$ cat config.mk
export PLATFORM = sky130hd
export DESIGN_NAME = i2s_simul_formatter
export DESIGN_NICKNAME = d
export VERILOG_FILES = /design/src/rtl/fmt_pkg.sv /design/src/rtl/fmt_capture.sv /design/src/rtl/fmt_burst.sv /design/src/rtl/i2s_simul_formatter.sv
export SDC_FILE = /design/constraint.sdc
export NUM_CORES = 1
export LEC_CHECK = 0
export BUFFER_PORTS_ARGS = -buffer_cell sky130_fd_sc_hd__buf_2
export CORE_ASPECT_RATIO = 0.6
export CORE_UTILIZATION = 40
export DETAILED_ROUTE_END_ITERATION = 8
export PLACE_DENSITY = 0.54
export SETUP_SLACK_MARGIN = 0.4
export SLEW_MARGIN = 10
export SYNTH_ARGS = -nofsm -noshare
export SYNTH_HDL_FRONTEND = slang
export SYNTH_SLANG_ARGS = --single-unit
$ cat constraint.sdc
create_clock -name clk -period 3.7 [get_ports clk]
set_input_delay 0.185 -clock clk [delete_from_list [all_inputs] [get_ports clk]]
set_output_delay 0.185 -clock clk [all_outputs]
set_load 0.01 [all_outputs]
$ cat src/rtl/fmt_pkg.sv
package fmt_pkg;

    typedef enum logic [1:0] {
        S_HUNT,
        S_WAIT,
        S_SHIFT,
        S_HOLD
    } burst_st_t;

endpackage

$ cat src/rtl/fmt_capture.sv
module fmt_capture #(
    parameter int WORD_W      = 16,
    parameter int FRAME_SLOTS = 64,
    localparam int SLOT_W     = $clog2(FRAME_SLOTS),
    localparam int HALF       = FRAME_SLOTS / 2,
    localparam int IDX_W      = $clog2(HALF) + 1
) (
    input  logic              clk,
    input  logic              rst_n,
    input  logic              i2s_bck,
    input  logic              i2s_ws,
    input  logic              i2s_sd,
    output logic              bit_tick,
    output logic              frame_edge,
    output logic              frame_ok,
    output logic [SLOT_W-1:0] slot_now,
    output logic [WORD_W-1:0] word_l,
    output logic [WORD_W-1:0] word_r
);

    localparam logic [IDX_W-1:0] IDX_MAX = {IDX_W{1'b1}};

    logic              bck_q;
    logic              ws_last;
    logic [IDX_W-1:0]  idx_q;
    logic [IDX_W-1:0]  idx_eff;
    logic [SLOT_W-1:0] slot_q;
    logic              seen_fall;
    logic              seen_rise;
    logic              ws_flip;
    logic              take;
    logic [1:0][WORD_W-1:0] sr_q;

    assign bit_tick   = i2s_bck & ~bck_q;
    assign ws_flip    = i2s_ws ^ ws_last;
    assign frame_edge = bit_tick & ws_flip & ~i2s_ws;
    assign frame_ok   = frame_edge & seen_rise;
    assign slot_now   = frame_edge ? '0 : slot_q + 1'b1;

    always_comb begin
        if (ws_flip)
            idx_eff = '0;
        else if (idx_q == IDX_MAX)
            idx_eff = idx_q;
        else
            idx_eff = idx_q + 1'b1;
    end

    assign take = bit_tick && (idx_eff >= IDX_W'(1)) && (idx_eff <= IDX_W'(WORD_W));

    always_ff @(posedge clk) begin
        if (!rst_n) begin
            bck_q     <= 1'b0;
            ws_last   <= 1'b0;
            idx_q     <= '0;
            slot_q    <= '0;
            seen_fall <= 1'b0;
            seen_rise <= 1'b0;
        end else begin
            bck_q <= i2s_bck;
            if (bit_tick) begin
                ws_last <= i2s_ws;
                idx_q   <= idx_eff;
                slot_q  <= slot_now;
                if (frame_edge)
                    seen_fall <= 1'b1;
                if (ws_flip && i2s_ws && seen_fall)
                    seen_rise <= 1'b1;
            end
        end
    end

    for (genvar c = 0; c < 2; c++) begin : g_chan
        always_ff @(posedge clk) begin
            if (!rst_n)
                sr_q[c] <= '0;
            else if (take && (i2s_ws == c[0]))
                sr_q[c] <= {sr_q[c][WORD_W-2:0], i2s_sd};
        end
    end

    assign word_l = sr_q[0];
    assign word_r = sr_q[1];

    // once framing is known, every frame spans exactly FRAME_SLOTS bit periods
    p_frame_len_r1: assert property (@(posedge clk) disable iff (!rst_n)
        (frame_edge && seen_fall) |-> (slot_q == SLOT_W'(FRAME_SLOTS - 1)));

endmodule

$ cat src/rtl/fmt_burst.sv
module fmt_burst
    import fmt_pkg::*;
#(
    parameter int WORD_W  = 16,
    parameter int SLOT_W  = 6,
    localparam int BIT_W  = $clog2(WORD_W)
) (
    input  logic              clk,
    input  logic              rst_n,
    input  logic              bit_tick,
    input  logic              frame_edge,
    input  logic              frame_ok,
    input  logic [SLOT_W-1:0] slot_now,
    input  logic [WORD_W-1:0] word_l,
    input  logic [WORD_W-1:0] word_r,
    input  logic [SLOT_W-1:0] cfg_ofs,
    input  logic              cfg_msb_inv,
    output logic              dl_q,
    output logic              dr_q,
    output logic              half_q,
    output logic              le_q
);

    burst_st_t         st, st_n;
    logic [BIT_W-1:0]  bit_q;
    logic [WORD_W-1:0] sh_l, sh_r;
    logic              first_bit;

    assign first_bit = (st == S_WAIT);

    // next-state logic
    always_comb begin
        st_n = st;
        if (bit_tick) begin
            if (frame_edge) begin
                st_n = frame_ok ? S_WAIT : S_HUNT;
            end else begin
                unique case (st)
                    S_HUNT:  st_n = S_HUNT;
                    S_WAIT:  if (slot_now == cfg_ofs) st_n = S_SHIFT;
                    S_SHIFT: if (bit_q == BIT_W'(WORD_W - 1)) st_n = S_HOLD;
                    S_HOLD:  st_n = S_HOLD;
                endcase
            end
        end
    end

    // state register
    always_ff @(posedge clk) begin
        if (!rst_n)
            st <= S_HUNT;
        else
            st <= st_n;
    end

    // outputs and word buffer
    always_ff @(posedge clk) begin
        if (!rst_n) begin
            dl_q   <= 1'b0;
            dr_q   <= 1'b0;
            half_q <= 1'b0;
            le_q   <= 1'b0;
            bit_q  <= '0;
            sh_l   <= '0;
            sh_r   <= '0;
        end else if (bit_tick) begin
            le_q   <= frame_edge && (st == S_HOLD);
            half_q <= 1'b0;
            if (frame_edge && frame_ok) begin
                sh_l <= word_l;
                sh_r <= word_r;
            end else if (st_n == S_SHIFT) begin
                sh_l <= {sh_l[WORD_W-2:0], 1'b0};
                sh_r <= {sh_r[WORD_W-2:0], 1'b0};
            end
            if (st_n == S_SHIFT) begin
                dl_q <= sh_l[WORD_W-1] ^ (first_bit & cfg_msb_inv);
                dr_q <= sh_r[WORD_W-1] ^ (first_bit & cfg_msb_inv);
            end else begin
                dl_q <= 1'b0;
                dr_q <= 1'b0;
            end
            bit_q <= (st == S_SHIFT) ? bit_q + 1'b1 : '0;
        end else begin
            half_q <= (st == S_SHIFT);
        end
    end

    // checker state: clock pulses seen since the last strobe
    logic       half_d;
    logic [5:0] pulses;
    always_ff @(posedge clk) begin
        if (!rst_n) begin
            half_d <= 1'b0;
            pulses <= '0;
        end else begin
            half_d <= half_q;
            if (le_q)
                pulses <= '0;
            else if (half_q && !half_d)
                pulses <= pulses + 1'b1;
        end
    end

    // a strobe follows a complete burst of WORD_W pulses
    p_burst_count_r4: assert property (@(posedge clk) disable iff (!rst_n)
        $rose(le_q) |-> (pulses == 6'(WORD_W)));

    // the strobe is two core clocks wide
    p_strobe_hold_r5: assert property (@(posedge clk) disable iff (!rst_n)
        $rose(le_q) |=> le_q);
    p_strobe_end_r5: assert property (@(posedge clk) disable iff (!rst_n)
        (le_q && $past(le_q)) |=> !le_q);

    // data is stable across the clock's active edge
    p_data_stable_r8: assert property (@(posedge clk) disable iff (!rst_n)
        $rose(half_q) |-> ($stable(dl_q) && $stable(dr_q)));

    // nothing leaves the block before a complete frame
    p_hunt_quiet_r2: assert property (@(posedge clk) disable iff (!rst_n)
        (st == S_HUNT) |-> (!half_q && !le_q && !dl_q && !dr_q));

endmodule

$ cat src/rtl/i2s_simul_formatter.sv
module i2s_simul_formatter #(
    parameter int WORD_W      = 16,
    parameter int FRAME_SLOTS = 64,
    localparam int SLOT_W     = $clog2(FRAME_SLOTS)
) (
    input  logic              clk,
    input  logic              rst_n,
    input  logic              i2s_bck,
    input  logic              i2s_ws,
    input  logic              i2s_sd,
    input  logic [SLOT_W-1:0] cfg_ofs,
    input  logic              cfg_msb_inv,
    input  logic              cfg_le_fall,
    input  logic              cfg_bck_inv,
    output logic              dac_dl,
    output logic              dac_dr,
    output logic              dac_bck,
    output logic              dac_le
);

    logic              bit_tick;
    logic              frame_edge;
    logic              frame_ok;
    logic [SLOT_W-1:0] slot_now;
    logic [WORD_W-1:0] word_l, word_r;
    logic              half_q, le_q;

    fmt_capture #(
        .WORD_W      (WORD_W),
        .FRAME_SLOTS (FRAME_SLOTS)
    ) i_capture (
        .clk        (clk),
        .rst_n      (rst_n),
        .i2s_bck    (i2s_bck),
        .i2s_ws     (i2s_ws),
        .i2s_sd     (i2s_sd),
        .bit_tick   (bit_tick),
        .frame_edge (frame_edge),
        .frame_ok   (frame_ok),
        .slot_now   (slot_now),
        .word_l     (word_l),
        .word_r     (word_r)
    );

    fmt_burst #(
        .WORD_W (WORD_W),
        .SLOT_W (SLOT_W)
    ) i_burst (
        .clk         (clk),
        .rst_n       (rst_n),
        .bit_tick    (bit_tick),
        .frame_edge  (frame_edge),
        .frame_ok    (frame_ok),
        .slot_now    (slot_now),
        .word_l      (word_l),
        .word_r      (word_r),
        .cfg_ofs     (cfg_ofs),
        .cfg_msb_inv (cfg_msb_inv),
        .dl_q        (dac_dl),
        .dr_q        (dac_dr),
        .half_q      (half_q),
        .le_q        (le_q)
    );

    assign dac_bck = half_q ^ cfg_bck_inv;
    assign dac_le  = le_q ^ cfg_le_fall;

endmodule

* After elaboration in Yosys (flattened, before gate mapping)
Cells that the tools add are included.
** Operators by class
- Add/sub/neg operators :: 3
- $lt $le $gt $ge :: 2
- Equality and inequality tests :: 7
- Mux-type cells :: 16
- Bitwise gates (word level) :: 13
- Reductions and logical operators :: 14
** Operators with widths (number)
- $mux 16 :: 4
- $mux 6 :: 3
- $add 6x1->6 const B :: 2
- $logic_and 1x1->1 :: 8
- $mux 2 :: 4
- $pmux 2 s4 :: 1
- $eq 2x2->1 const B :: 3
- $eq 6x6->1 :: 1
- $eq 6x6->1 const B :: 1
- $ge 6x1->1 const B :: 1
- $le 6x5->1 const B :: 1
- $reduce_and 2->1 :: 3
- $and 1x1->1 :: 5
- $xor 1x1->1 :: 5
- $add 4x1->4 const B :: 1
- $eq 4x4->1 const B :: 1
- $mux 4 :: 1
- $mux 1 :: 3
- $not 1->1 :: 3
- $eq 2x1->1 const B :: 1
- $logic_not 2->1 :: 1
- $reduce_bool 2->1 :: 1
- $reduce_or 2->1 :: 1
** Word-level totals
- Register bits after elaboration :: 90
- Input bits :: 14
- Output and inout bits :: 4
- Logic and storage cells :: 71

* Logic depth before layout (Yosys ltp)
Gate-level depths: netlist of run 1.
- Depth after elaboration :: 13
- Gate-level depth with buffers :: 11
- Gate-level depth less buffers :: 9

* Modules after synthesis
Synthesis of run 1 repeated with hierarchy kept, for this count alone.
** Second synthesis, totals
- Cell total of the unflattened synthesis :: 486
- Area, all modules :: 4555.6 um^2
** By module, submodules not included
- fmt_burst :: instances 1, cells each 264, area an instance 2516.2 um^2, seq. area each 840.8 um^2
- fmt_capture :: instances 1, cells each 220, area an instance 2021.9 um^2, seq. area each 960.9 um^2
- i2s_simul_formatter :: instances 1, cells each 2, area an instance 17.5 um^2, seq. area each 0.0 um^2

* Worst setup path before layout of run 1
No wires, ideal clock.
- Path type :: flip-flop to flip-flop
- Start point :: reg i_capture.ws_last
- End point :: reg i_burst.sh_r[10]
- Library setup time :: 0.133 ns
- Arrival :: 2.516 ns
- Data required time :: 3.567 ns
- Path slack :: 1.052 ns
- Stages on the path, launching flop included :: 11
- Path buffers :: 1
- Period minus slack after synthesis :: 2.648 ns
- Cell sequence :: dfxtp_1 inv_1 ha_1 or4b_4 and4_4 or3_1 o2111a_2 a21oi_4 buf_8 mux2i_1 a21oi_1
** Between the ends
- Word-level cells in the longest chain between the ends :: 12
- Elaborated cells between the ends (all ways) :: 16
- Classes of those cells :: eq/ne (2); mux (7); bitwise (4); reduce/logical (3)
** Ends and longest elaborated chain
- start, declared :: line fmt_capture.sv:24 : logic ws_last;
- start signal, assigned :: line fmt_capture.sv:62 : ws_last <= i2s_ws;
- $xor 1x1->1 * :: line fmt_capture.sv:35 : assign ws_flip = i2s_ws ^ ws_last;
- $and 1x1->1 * (2 in a row) :: line fmt_capture.sv:36 : assign frame_edge = bit_tick & ws_flip & ~i2s_ws;
- $mux 6 :: line fmt_capture.sv:38 : assign slot_now = frame_edge ? '0 : slot_q + 1'b1;
- $eq 6x6->1 :: line fmt_burst.sv:40 : S_WAIT: if (slot_now == cfg_ofs) st_n = S_SHIFT;
- $mux 2 :: line fmt_burst.sv:40
- $pmux 2 s4 :: line fmt_burst.sv:38 : unique case (st)
- $mux 2 :: line fmt_burst.sv:35 : if (frame_edge) begin
- $mux 2 :: line fmt_burst.sv:34 : if (bit_tick) begin
- $eq 2x2->1 :: line fmt_burst.sv:72 : end else if (st_n == S_SHIFT) begin
- $reduce_bool 2->1 (no line)
- $reduce_and 2->1 (no line)
- end signal, assigned :: line fmt_burst.sv:71 : sh_r <= word_r;
- end signal, assigned :: line fmt_burst.sv:74 : sh_r <= {sh_r[WORD_W-2:0], 1'b0};
- end, declared :: line fmt_burst.sv:26 : logic [WORD_W-1:0] sh_l, sh_r;
Every way passes the cells marked *; elsewhere a longest branch is shown, timed or not.
A chain may end at the register's enable or synchronous reset.

* Worst setup path after layout of run 1
- Start point :: reg i_capture.ws_last
- End point :: reg i_burst.sh_l[5]
** Between the ends
- Word-level cells in the longest chain between the ends :: 12
- Elaborated cells between the ends (all ways) :: 16
- Classes of those cells :: eq/ne (2); mux (7); bitwise (4); reduce/logical (3)
** Ends and longest elaborated chain
- $xor 1x1->1 * :: line fmt_capture.sv:35
- $and 1x1->1 * (2 in a row) :: line fmt_capture.sv:36
- $mux 6 :: line fmt_capture.sv:38
- $eq 6x6->1 :: line fmt_burst.sv:40
- $mux 2 :: line fmt_burst.sv:40
- $pmux 2 s4 :: line fmt_burst.sv:38
- $mux 2 :: line fmt_burst.sv:35
- $mux 2 :: line fmt_burst.sv:34
- $eq 2x2->1 :: line fmt_burst.sv:72
- $reduce_bool 2->1 (no line)
- $reduce_and 2->1 (no line)
- end signal, assigned :: line fmt_burst.sv:70 : sh_l <= word_l;
- end signal, assigned :: line fmt_burst.sv:73 : sh_l <= {sh_l[WORD_W-2:0], 1'b0};
- end, declared :: line fmt_burst.sv:26
Marks and branches as above.

==> metrics.md, run 1 <==
| Metric | Value |
|---|---|
| Worst vdd ir | approximately 0.22 mV |
| Min-delay src | i2s_bck |
| Flop2flop setup slack | roughly 0.66 ns |
| Largest fanout on the critical path | 34 |
| Total number of vias | 3062 |
| Commonest non-fill, non-tap cell in the layout | dfxtp_1 |
| Core box area | 10020 um^2 |
| Global-route wire length before repair | roughly 14 mm |
| Slew Limit Fails | 0 |
| Status | complete, no violations |
| Ys async rst share | 0% |
| Worst Clk Skew | around 0.0052 ns |
| Clk slew on worst S/H paths | 0.06 ns |
| Chip Height | 81.25 um |
| Die width | between 100 and 150 um |
| Top FF cell, synth | dfxtp_1 |
| GRT Resource Usage Total | 16.52% |
| Startpoint Class | flop |
| Vias per std cell | 5.190 |
| Synth top area cells | dfxtp_1 43%, mux2i_1 15%, nor2b_1 6.3%, o21ai_0 6.0%, a21oi_1 4.5% |
| # fillers | between 1000 and 1500 |
| Nets | between 400 and 500 |
| Crit path from | i_capture.ws_last$_SDFFE_PN0N_ |
| Min-Delay Endpoint | i_capture.bck_q$_SDFF_PN0_ |
| Crit path time final | 3.036 ns |
| Placed cell area | around 4300 um^2 |
| Worst hold path class | input pin to flop |
| Seq/Total Area, Yosys | approximately 43% |
| Max_cap viols | 0 |
| IO Count | 18 |
| WL final | 8.202 mm |
| Worst hold path depth | 2 |
| CTS buffer count | 9 |
| Relative slew slack | about two fifths |
| H-tree levels | 3 |
| Final Hold Fails | 0 |
| Design area | roughly 4600 um^2 |
| Drc violations | 0 |
| CTS sink cnt | 90 |
| Post-DRT Antenna Nets | 0 |
| RD Place Congestion | slightly below 0.8 |
| Final setup fails | 0 |
| FF-to-FF Start | i_capture.ws_last$_SDFFE_PN0N_ |
| P_leak | 0.001813 uW |
| CP Data Arrival Time | around 3.2 ns |
| Total die area | 10890 um^2 |
| Initial core utilization | between 40% and 50% |
| Average cell area after synthesis | roughly 9.4 um^2 |
| Final period util | 82.04% |
| Post-Route Setup TNS | 0 ns |
| Dpl hpwl | roughly 5.3 mm |
| Share of layout cells above drive strength 1 | about 11% |
| # diodes | 0 |
| Mapped Cells | roughly 440 |
| Maximum clock insertion buffer count | 2 |
| RSZ-0062 raised after global routing | false |
| Largest net degree at the start of global routing | 67 |
| Ys Warns | 0 |
| Drt initial violations | ~150 |
| P per Cell Area | 434.1 nW/um^2 |
| IO Port Bufs | 17 |
| Rows | 28 |
| CTS tree | built |
| Critical Path RT | between 3 and 4 ns |
| Final hold slack | ~0.11 ns |
| Tightest Pin Transition | ~0.90 ns |
| Post-CTS Setup Bufs | 0 |
| Count of cell types in the netlist | 53 |
| Yosys top cell area share | between 40 and 50% |
| CP endpoint kind | flop |
| Drt pass-1 iters | 4 |
| Syn-to-layout area delta | 10.67% |
| CTS root buffer | clkbuf_16 |
| Reg2reg end | i_burst.sh_l[5]$_SDFFE_PN0P_ |
| Synth Net Count | between 400 and 500 |
| Achievable Freq | between 300 and 400 MHz |
| Worst skew pair latency | approximately 0.34 ns |
| Most frequent cells in the layout | 90 x dfxtp_1, 62 x mux2i_1, 50 x o21ai_0 |
| Post-synth EDFFs | 0 |
| CP Class | flop to flop |
| # resized after CTS | 0 |
| Routed WL per cell | 13.90 um |
| Flops & latches, synth | 90 |
| Vias in the first global route | 2789 |
| Global route overflow | 0 |
| Post-CTS Hold Buffers | 0 |
| Initial antenna violation count | 0 |
| Cell taking the most area after synthesis | dfxtp_1 |
| Synthesized area | 4187 um^2 |
| Register-to-Register Path Depth | 10 |
==> Yosys cell counts, types with 5 or more instances <==
| master | instances |
|---|---|
| xor2_1 | 7 |
| o21ai_0 | 50 |
| nor2b_1 | 42 |
| nor2_1 | 8 |
| a21oi_1 | 38 |
| dfxtp_1 | 90 |
| mux2i_1 | 62 |
| a31oi_1 | 5 |
| nand2_1 | 26 |
| clkbuf_1 | 23 |
| nand3_1 | 8 |
| and2_1 | 10 |
| a21boi_0 | 7 |
==> stage by stage <==
stage	instances	total power, uW	setup slack (ns)	utilization [%]
5_1_grt	590	2101	0.4832	46.24
2_1_floorplan	444	1092	1.052	-
4_1_cts	590	2036	0.5461	46.20
6_report	590	2011	0.6644	46.24
3_5_place_dp	575	1131	0.5649	43.33
3_3_place_gp	575	1129	0.6126	43.33
==> power by group <==
part | switching (uW) | internal, uW | leakage, uW | total [uW]
clock | 363 | 539 | 0.000136 | 902
combinational | 71.3 | 53.8 | 0.000951 | 125
sequential | 7.93 | 976 | 0.000726 | 984
total | 442 | 1570 | 0.00181 | 2010
==> sequential cells by signal, indices dropped and copies added (netlist names), 2 cells and up <==
| name | flops |
|---|---|
| i_burst.sh_l | 16 |
| i_burst.st | 2 |
| i_burst.bit_q | 4 |
| i_burst.sh_r | 16 |
| i_capture.word_r | 16 |
| i_capture.word_l | 16 |
| i_capture.idx_q | 6 |
| i_capture.slot_q | 6 |
==> layer usage <==
metal / part of all wire (%) / track usage (%) / vias to the layer above
met1: 56 / 23.26 / 1415
met2: 40 / 23.37 / 37
met5: 0 / 0 / -
li1: - / - / 1601
met4: 1.2 / 6.180 / 0
met3: 3.4 / 5.181 / 9
==> cell families (layout without fill, tap and decap cells) <==
group	count (synthesis)	count (layout)	share of synthesized area, %
AOI/OAI and AO/OA	119	119	16.80
xor gates and xnor gates	10	10	2.421
adders and majority gates	4	4	1.196
buffers and inverters	34	45	4.333
DFF	90	90	43.04
muxes	63	63	15.09
and+or+nand+nor	124	124	17.12
==> critical path, stage by stage (launching register included) <==
cell      delay, ns
dfxtp_1        0.33
inv_1          0.05
ha_1           0.42
or4b_4         0.58
and4_4         0.18
or3_1          0.32
o2111a_2       0.16
a21oi_4        0.14
buf_6          0.34
mux2i_1        0.25
a21oi_1        0.10
==> layout make-up <==
cell class | count | area (um^2) | area share, %
Clock buffer | 13 | 250.2 | 5.401
Clock inverter | 2 | 37.54 | 0.8102
Inverter | 4 | 15.01 | 0.3241
Multi-Input combinational cell | 320 | 2203 | 47.56
Sequential cell | 90 | 1802 | 38.89
Tap cell | 135 | 168.9 | 3.646
Timing Repair Buffer | 26 | 156.4 | 3.376
==> worst max-delay path by stage <==
stage	endpoint	slack [ns]
floorplan	i_burst.sh_r[10]$_SDFFE_PN0P_	1.05
finish	i_burst.sh_l[5]$_SDFFE_PN0P_	0.66
CTS	i_burst.sh_l[5]$_SDFFE_PN0P_	0.55
detailed placement	i_burst.sh_l[5]$_SDFFE_PN0P_	0.56
global route	i_burst.sh_l[5]$_SDFFE_PN0P_	0.48
global placement	i_burst.sh_l[2]$_SDFFE_PN0P_	0.61
Note: power is estimated with default switching activity, not from simulation.
==> inputs of run 2 (changes only) <==
- PLACE_DENSITY: 0.54 -> 0.56
- clock period: 3.7 -> 2.7 ns (I/O delays scaled with it)
==> run 2 against run 1 <==
  * Sequential share of layout area is 3.2 points lower
  * Clock power increased by 37%
  * Clock skew decreased by 0.0017 ns
  * Highest routed layer unchanged
  * Count of clock-buffer cells in the layout is 1 lower
  * Largest power group unchanged
==> metrics.md, run 2 (same netlist as run 1, synthesis figures left out) <==
| Metric | Value |
|---|---|
| Chip Height | 81.25 um (unchanged) |
| CTS buffer count | 9 (unchanged) |
| Critical Path RT | 2.90 ns (-1.00 ns) |
| Vias per std cell | 5.221 (+0.60%) |
| Slew Limit Fails | 0 (unchanged) |
| Final setup fails | 0 (unchanged) |
| CP endpoint kind | flop |
| IO Count | 18 (unchanged) |
| Global route overflow | 0 (unchanged) |
| Worst hold path class | input pin to flop |
| Post-Route Setup TNS | 0 ns (unchanged) |
| Global-route wire length before repair | 14.10 mm (+0.79%) |
| # fillers | 931 (-7.2%) |
| Most frequent cells in the layout | 88 x dfxtp_1, 60 x mux2i_1, 47 x o21ai_0 |
| Syn-to-layout area delta | 20.74% |
| Routed WL per cell | 14.57 um (+4.8%) |
| Fin cells | 607 (+2.9%) |
| CTS tree | built |
| Tightest Pin Transition | 0.6499 ns (-0.2470 ns) |
| Final Hold Fails | 0 (unchanged) |
| Largest net degree at the start of global routing | 63 (-6.0%) |
| Startpoint Class | flop |
| GRT Resource Usage Total | 16.71% (+0.20 points) |
| Max_cap viols | 0 (unchanged) |
| Die width | 134.1 um (unchanged) |
| Share of layout cells above drive strength 1 | 18.64% (+7.9 points) |
| Dpl hpwl | 5.333 mm (about the same) |
| Total die area | 10890 um^2 (unchanged) |
| CTS root buffer | clkbuf_16 |
| Setup WS post-layout | 0.05175 ns (-0.6126 ns) |
| Commonest non-fill, non-tap cell in the layout | dfxtp_1 |
| Maximum clock insertion buffer count | 2 (unchanged) |
| Vias in the first global route | 2835 (+1.6%) |
| Worst vdd ir | 0.3511 mV (+62%) |
| IO Port Bufs | 17 (unchanged) |
| Flop2flop setup slack | 0.05 ns (-0.61 ns) |
| Worst Clk Skew | 0.003536 ns (-0.001654 ns) |
| P_leak | 0.001986 uW (+9.6%) |
| Status | complete, no violations |
| Final period util | 98.08% (+16 points) |
| Crit path time final | 2.648 ns (-0.3874 ns) |
| CP Class | flop to flop |
| Drt pass-1 iters | 4 (unchanged) |
| Post-CTS Hold Buffers | 0 (unchanged) |
| Core box area | 10020 um^2 (unchanged) |
| CP Data Arrival Time | 2.85 ns (-0.39 ns) |
| Placed cell area | 4431 um^2 (+2.0%) |
| Design area | 5055 um^2 (+9.1%) |
| Initial core utilization | 41.78% (unchanged) |
| Post-DRT Antenna Nets | 0 (unchanged) |
| Placed cell count | 580 (+0.87%) |
| Total number of vias | 3169 (+3.5%) |
| RSZ-0062 raised after global routing | true |
| Rows | 28 (unchanged) |
| CTS sink cnt | 90 (unchanged) |
| Initial antenna violation count | 0 (unchanged) |
| H-tree levels | 3 (unchanged) |
| Clk slew on worst S/H paths | 0.06 ns (about the same) |
| Achievable Freq | 377.6 MHz (+15%) |
| Relative slew slack | 56.22% (+16 points) |
| WL final | 8.847 mm (+7.9%) |
| RD Place Congestion | 0.8115 (+2.6%) |
| Worst skew pair latency | 0.34 ns (about the same) |
| # diodes | 0 (unchanged) |
| Drc violations | 0 (unchanged) |
| Pre-CTS setup slack | 0.05039 ns (-0.5145 ns) |
| Nets | 487 (+3.8%) |
| Largest fanout on the critical path | 9 (-74%) |
| Final hold slack | 0.08601 ns (-0.02355 ns) |
| Drt initial violations | 191 (+28%) |
| P per Cell Area | 554.3 nW/um^2 (+28%) |
-- run 2: worst max-delay path, stage by stage, from the launching register on --
cell,delay [ns]
dfxtp_2,0.33
inv_2,0.04
ha_4,0.21
or4b_4,0.48
and4_4,0.16
or3_4,0.36
o2111a_2,0.15
a21oi_4,0.21
buf_12,0.14
buf_12,0.13
mux2i_1,0.20
a21oi_1,0.09
-- run 2: metal layers --
layer  GRT usage [%]  up-vias  wire length [um]
li1                -     1635                 -
met1           22.73     1464              4616
met2           24.66       60              3675
met3           5.306       10               426
met4           6.292        0               128
met5               0        -                 0
-- run 2: metrics by stage --
| step | total power, uW | utilization (%) |
|---|---|---|
| after floorplan | 1498 | - |
| final | 2802 | 50.45 |
| after global routing | 2913 | 50.45 |
| after detailed placement | 1561 | 44.22 |
| after CTS | 2819 | 48.28 |
| after global placement | 1559 | 44.22 |
-- run 2: power breakdown --
group          switching, uW  internal, uW  leakage, uW
registers               9.43          1340     0.000727
logic                    110           102      0.00112
clock network            484           757     0.000141
-- run 2: worst paths after layout --
| path | from | to | cells after the start |
|---|---|---|---|
| worst min register to register | i_burst.sh_r[0]$_SDFFE_PN0P_ | i_burst.sh_r[0]$_SDFFE_PN0P_ | 2 |
| worst max register to register | i_capture.ws_last$_SDFFE_PN0N_ | i_burst.sh_l[5]$_SDFFE_PN0P_ | 11 |
| worst min-delay path | i2s_bck | i_capture.bck_q$_SDFF_PN0_ | 2 |
| worst max-delay path | i_capture.ws_last$_SDFFE_PN0N_ | i_burst.sh_l[5]$_SDFFE_PN0P_ | 11 |
-- run 2: timing repair --
action                     4_1_cts  5_1_grt
cloned                           2        3
resized for setup               11       23
setup buffers                    1        7
pin swaps                        2        5
setup endpoints to repair       52       68
-- run 2: area by class of cell --
type | count | area [um^2] | share of cell area [%]
multi-input combinational | 320 | 2298 | 45.47
sequential | 90 | 1804 | 35.69
tap | 135 | 168.9 | 3.342
clock inverter | 2 | 37.54 | 0.7426
clock buffer | 12 | 256.5 | 5.074
timing repair buffer | 44 | 474.2 | 9.381
inverter | 4 | 15.01 | 0.2970
